**src/rtl/slot_guard.sv**
```systemverilog
module slot_guard #(
  parameter int CNT_W      = 10,
  parameter int MW         = 4,
  parameter int MAX_ON     = 64,
  parameter int RST_START  = 100,
  parameter int RST_LEN    = 40,
  parameter int RST_MARGIN = 2
) (
  input  logic             clk,
  input  logic             rst_n,
  input  logic             round_start,
  input  logic             cfg_we,
  input  logic [CNT_W-1:0] cfg_start,
  input  logic [CNT_W-1:0] cfg_len,
  input  logic [MW-1:0]    cfg_margin,
  input  logic             cfg_clr,
  input  logic             node_txen,
  input  logic             node_txd,
  output logic             bus_txen,
  output logic             bus_txd,
  output logic             viol
);
  localparam int OW = $clog2(MAX_ON + 1);
  localparam int HW = CNT_W + 2;
  localparam logic [CNT_W-1:0] TMAX = '1;

  logic             synced;
  logic [CNT_W-1:0] tick, s_q, l_q;
  logic [MW-1:0]    m_q;
  logic [OW-1:0]    on_q;
  logic [HW-1:0]    s_x, m_x, t_x, lo, hi;
  logic             win, over, open_base, allow, bad;

  assign s_x       = HW'(s_q);
  assign m_x       = HW'(m_q);
  assign t_x       = HW'(tick);
  assign lo        = (s_x >= m_x) ? s_x - m_x : '0;
  assign hi        = s_x + HW'(l_q) + m_x;
  assign win       = (t_x >= lo) && (t_x < hi);
  assign over      = (on_q == OW'(MAX_ON));
  assign open_base = synced & win;
  assign allow     = open_base & ~over;
  assign bad       = node_txen & ~allow;

  assign bus_txen = node_txen & allow;
  assign bus_txd  = bus_txen ? node_txd : 1'b1;

  always_ff @(posedge clk or negedge rst_n) begin
    if (!rst_n) begin
      synced <= 1'b0;
      tick   <= '0;
      s_q    <= CNT_W'(RST_START);
      l_q    <= CNT_W'(RST_LEN);
      m_q    <= MW'(RST_MARGIN);
      on_q   <= '0;
      viol   <= 1'b0;
    end else begin
      if (round_start) begin
        synced <= 1'b1;
        tick   <= '0;
      end else if (tick != TMAX) begin
        tick <= tick + 1'b1;
      end
      if (cfg_we) begin
        s_q <= cfg_start;
        l_q <= cfg_len;
        m_q <= cfg_margin;
      end
      if (!node_txen)              on_q <= '0;
      else if (open_base && !over) on_q <= on_q + 1'b1;
      if (bad)          viol <= 1'b1;
      else if (cfg_clr) viol <= 1'b0;
    end
  end


  closed_until_sync_chk: assert property (@(posedge clk) disable iff (!rst_n)
    !synced |-> !bus_txen);

  tick_restart_chk: assert property (@(posedge clk) disable iff (!rst_n)
    round_start |=> (tick == '0));

  idle_data_chk: assert property (@(posedge clk) disable iff (!rst_n)
    !bus_txen |-> bus_txd);

  viol_set_chk: assert property (@(posedge clk) disable iff (!rst_n)
    (node_txen && !bus_txen) |=> viol);

  viol_sticky_chk: assert property (@(posedge clk) disable iff (!rst_n)
    (viol && !cfg_clr) |=> viol);

  viol_clear_chk: assert property (@(posedge clk) disable iff (!rst_n)
    (cfg_clr && !(node_txen && !bus_txen)) |=> !viol);

  over_len_chk: assert property (@(posedge clk) disable iff (!rst_n)
    over |-> !bus_txen);

  tick_sat_chk: assert property (@(posedge clk) disable iff (!rst_n)
    (tick == TMAX && !round_start) |=> (tick == TMAX));
endmodule

```
**config.mk**
```make
export PLATFORM = sky130hd
export DESIGN_NAME = slot_guard
export DESIGN_NICKNAME = d
export VERILOG_FILES = /design/src/rtl/slot_guard.sv
export SDC_FILE = /design/constraint.sdc
export NUM_CORES = 1
export LEC_CHECK = 0
export ABC_AREA = 1
export BUFFER_PORTS_ARGS = -buffer_cell sky130_fd_sc_hd__buf_2
export CORE_UTILIZATION = 50
export CTS_BUF_LIST = sky130_fd_sc_hd__clkbuf_4
export CTS_CLUSTER_SIZE = 20
export DETAILED_ROUTE_END_ITERATION = 8
export GPL_TIMING_DRIVEN = 0
export PLACE_DENSITY = 0.72
export SLEW_MARGIN = 40
export SYNTH_ARGS = -nofsm -noshare
export SYNTH_HDL_FRONTEND = slang
export SYNTH_SLANG_ARGS = --single-unit
```
**constraint.sdc**
```tcl
create_clock -name clk -period 3.1 [get_ports clk]
set_input_delay 0.31 -clock clk [delete_from_list [all_inputs] [get_ports clk]]
set_output_delay 0.31 -clock clk [all_outputs]
set_load 0.01 [all_outputs]
```
==> flow_metrics.py <==
metrics = {
    "place": {
        "place_hpwl_um": 5430,
        "port_buffers": 30,
        "dpl_cell_area_mm2": 0.00358,
        "gp_congestion": 0.850,
    },
    "floorplan": {
        "ioPinCount": 34,
        "die_area_mm2": 0.00695,
        "die_w_um": 83.4,
        "initial_utilization": 0.519,
        "num_rows": 29,
        "coreArea_mm2": 0.00639,
        "die_h_um": 83.4,
    },
    "sta": {
        "report.final.slew_viol_count": 0,
        "final.setup.worst_slack_ns": -0.758,
        "hold_slack_ns": 0.110,
        "worst_slew_pin_slew_ns": 0.558,
        "maxSlewHeadroom": 0.628,
        "post-route-period-util": 1.24,
        "fin_crit_ns": 3.86,
        "finalSetupViolations": 10,
        "rsz0062_at_grt": "yes",
        "fmax_mhz": 259,
        "fin_worst_skew_ns": 0.00720,
        "hold_viol": 0,
    },
    "worst_setup_path": {
        "worstSetupEndpointType": "output pin",
        "path_cells": "inv_2 -> fa_1 -> inv_2 -> ha_4 -> fa_2 -> a21oi_4 -> xor2_1 -> ha_1 -> a21oi_2 -> o21a_1 -> nand2_1 -> nand2_1 -> nand2_1 -> nand2_2 -> nand3_4 -> nor2_4 -> nand2_2 -> buf_6",
        "cpMaxStageDelayCell": "dfstp_2",
        "start_kind": "flop",
        "slowest_delay_ns": 0.55,
        "cp_max_fo": 3,
        "crit_required_ns": 2.79,
        "worstSetupPathType": "reg -> out",
        "cpMostUsedCell": "nand2_1",
        "worst_ep_arrival_time_ns": 3.55,
    },
    "logic_synthesis": {
        "synth_warnings": 0,
        "syn-num-nets": 479,
        "ys_types": 40,
        "avgSynthCellArea_um2": 8.26,
        "synth_top_cell_area_share": 0.280,
        "postSynthCellCount": 401,
        "synth_seq_cells": 43,
        "seq_area_frac_synth": 0.327,
        "synth_top_area_cell": "dfrtp_1",
        "netlist_area_mm2": 0.00331,
        "synth.area.top_cells": "dfrtp_1 (28%), ha_1 (15%), nand2_1 (11%)",
    },
    "drt": {
        "dr.pass1.iters": 5,
        "wirelength_um": 6860,
        "wl_per_cell_um": 13.1,
        "m1WireLength_um": 3230,
        "routed-via-count": 2747,
        "postRouteAntennaNets": 0,
        "drc": 0,
        "first_iter_violations": 132,
        "top_layer": "met4",
        "route.met2.wl_um": 3300,
        "via_per_inst": 5.26,
        "dr_wl_met3_um": 241,
    },
    "pwr": {
        "power_frac_seq": 0.404,
        "power.density_mw_per_mm2": 428,
        "peakVddDrop_mv": 0.368,
        "intPower_mw": 0.983,
        "power_leakage_nw": 1.93,
        "share_comb_of_total_power": 0.415,
        "swShare": 0.386,
        "clkPwrFrac": 0.180,
        "p_sw_mw": 0.616,
    },
    "cts": {
        "clk_latency_ns": 0.36,
        "path_clk_slew_ns": 0.13,
        "htreeDepth": 2,
        "clock_path_buffers": 2,
        "cts_buffers": 5,
        "cts_tree": "built",
        "cts_root_buffer": "clkbuf_4",
        "clock-sinks": 43,
    },
    "finish": {
        "layout.nets": 522,
        "drive_above_1_share": 0.211,
        "layout-area-overhead-vs-synth_pct": 12.7,
        "antenna_cells": 0,
        "fill_cells": 606,
        "fin_area_mm2": 0.00373,
    },
    "status": {
        "outcome": "finished, violations left",
        "violations": "setup timing",
    },
    "hold_path": {
        "hold_class": "in -> reg",
    },
    "global_routing": {
        "overflow": 0,
        "track_usage": 0.217,
        "grt_pass1_vias": 2729,
        "grt_pass1_wl_um": 12200,
        "grt_start_max_net_pins": 44,
        "antenna_found_initial": 0,
    },
    "flow_run": {
        "maxCapViolations": 0,
    },
}
state kept, by name, summed over array words and instances, names as in the netlist:
signal,flops
l_q,10
m_q,4
on_q,7
s_q,10
synced,1
tick,10
viol,1
cells by family after synthesis:
kind of cell | after synthesis | share of synthesized area
AOI/OAI and AO/OA | 50 | 0.0907
xor gates and xnor gates | 13 | 0.0344
adders and majority gates | 47 | 0.191
buffers and inverters | 59 | 0.0676
DFF | 43 | 0.327
muxes | 13 | 0.0442
and+or+nand+nor | 176 | 0.245
critical path: cells and delay by family (launching register included):
kind	cells	cell delay, ns
adder cells (fa/ha/maj)	4	1.29
XOR/XNOR	1	0.18
AO/OA/AOI/OAI	3	0.44
buffers and inverters	3	0.19
flip-flops	1	0.55
AND/OR/NAND/NOR	7	0.51
area by class of cell:
class / count / area [µm²] / share of cell area
sequential: 43 / 1080 / 0.290
clock buffer: 6 / 45.0 / 0.0121
multi-input combinational: 299 / 2050 / 0.550
tap: 77 / 96.3 / 0.0258
clock inverter: 2 / 12.5 / 0.00335
timing repair buffer: 36 / 220 / 0.0590
buffer: 6 / 25.0 / 0.00670
inverter: 53 / 199 / 0.0533
path summary, 6_finish.rpt:
check,start,slack [ns],to,cells past startpoint
max,m_q[1]$_DFFE_PN1P_,-0.76,bus_txd,18
min,cfg_clr,0.11,viol$_DFFE_PN0P_,2
max reg2reg,m_q[1]$_DFFE_PN1P_,-0.33,on_q[4]$_DFFE_PN0P_,20
min reg2reg,viol$_DFFE_PN0P_,0.52,viol$_DFFE_PN0P_,2
max in group asynchronous,rst_n,2.24,l_q[3]$_DFFE_PN1P_,2
min in group asynchronous,rst_n,0.47,l_q[0]$_DFFE_PN0P_,2
what timing repair did:
action,in CTS,in global routing
setup endpoints to repair,10,10
hold buffers,1,0
pin swaps,6,0
gates resized for setup,6,5
setup buffers,4,1
hold endpoints to repair,37,0
routing by layer:
| layer | track usage | vias to the layer above |
|---|---|---|
| met1 | 0.290 | 1296 |
| met3 | 0.0318 | 11 |
| met4 | 0.0564 | 0 |
| li1 | - | 1399 |
| met5 | 0 | - |
| met2 | 0.370 | 41 |
cell usage after synthesis:
| cell | instances |
|---|---|
| dfrtp_1 | 37 |
| xor2_1 | 10 |
| nor2_4 | 1 |
| nand3_4 | 1 |
| a21oi_4 | 1 |
| a21o_1 | 1 |
| o31ai_1 | 2 |
| fa_1 | 6 |
| mux2_2 | 13 |
| clkbuf_1 | 4 |
| inv_2 | 3 |
| ha_1 | 41 |
| dfstp_2 | 6 |
| nand3_2 | 1 |
| o21a_1 | 1 |
| a21oi_2 | 1 |
| nand4_1 | 5 |
| xnor2_1 | 3 |
| nand4_2 | 1 |
| nor2_8 | 1 |
| buf_2 | 2 |
| nand2_2 | 1 |
| a211oi_1 | 3 |
| o21bai_1 | 1 |
| nand3_1 | 26 |
| o31a_1 | 1 |
| nor2_2 | 3 |
| nor2_1 | 28 |
| nand2_4 | 3 |
| a21oi_1 | 16 |
| or2_2 | 3 |
| nand2_1 | 94 |
| inv_1 | 49 |
| nor3_1 | 7 |
| clkinv_1 | 1 |
| o21ai_0 | 16 |
| nand3b_1 | 1 |
| o21ai_1 | 3 |
| a31oi_1 | 3 |
| a211oi_2 | 1 |
stage by stage:
| stage | utilization | std cells | total power [mW] | TNS [ns] | worst slack, ns |
|---|---|---|---|---|---|
| after global routing | 0.585 | 522 | 1.75 | -6.24 | -1.00 |
| final | 0.585 | 522 | 1.60 | -4.03 | -0.758 |
| after global placement | 0.560 | 508 | 1.27 | -3.33 | -0.579 |
| after floorplan | - | 401 | 1.14 | -0.446 | -0.265 |
| after CTS | 0.581 | 521 | 1.61 | -3.79 | -0.789 |
| after detailed placement | 0.560 | 508 | 1.30 | -4.09 | -0.654 |
power groups by stage:
stage / Sequential, mW / Clock (mW) / Combinational [mW]
final: 0.647 / 0.288 / 0.664
after global routing: 0.653 / 0.320 / 0.774
after CTS: 0.647 / 0.296 / 0.668
after detailed placement: 0.657 / 0 / 0.638
after global placement: 0.655 / 0 / 0.616
after floorplan: 0.646 / 0 / 0.493
cell usage in the layout, fill, tap and decap left out, drive strengths merged, types with 7 or more instances in the layout:
master / instances
xor2: 10
nor3: 7
inv: 52
o21ai: 19
buf: 37
clkbuf: 10
nor2: 33
nand2: 98
mux2: 13
dfrtp: 37
nand3: 28
a21oi: 18
ha: 41
(Power assumes the default switching activity.)
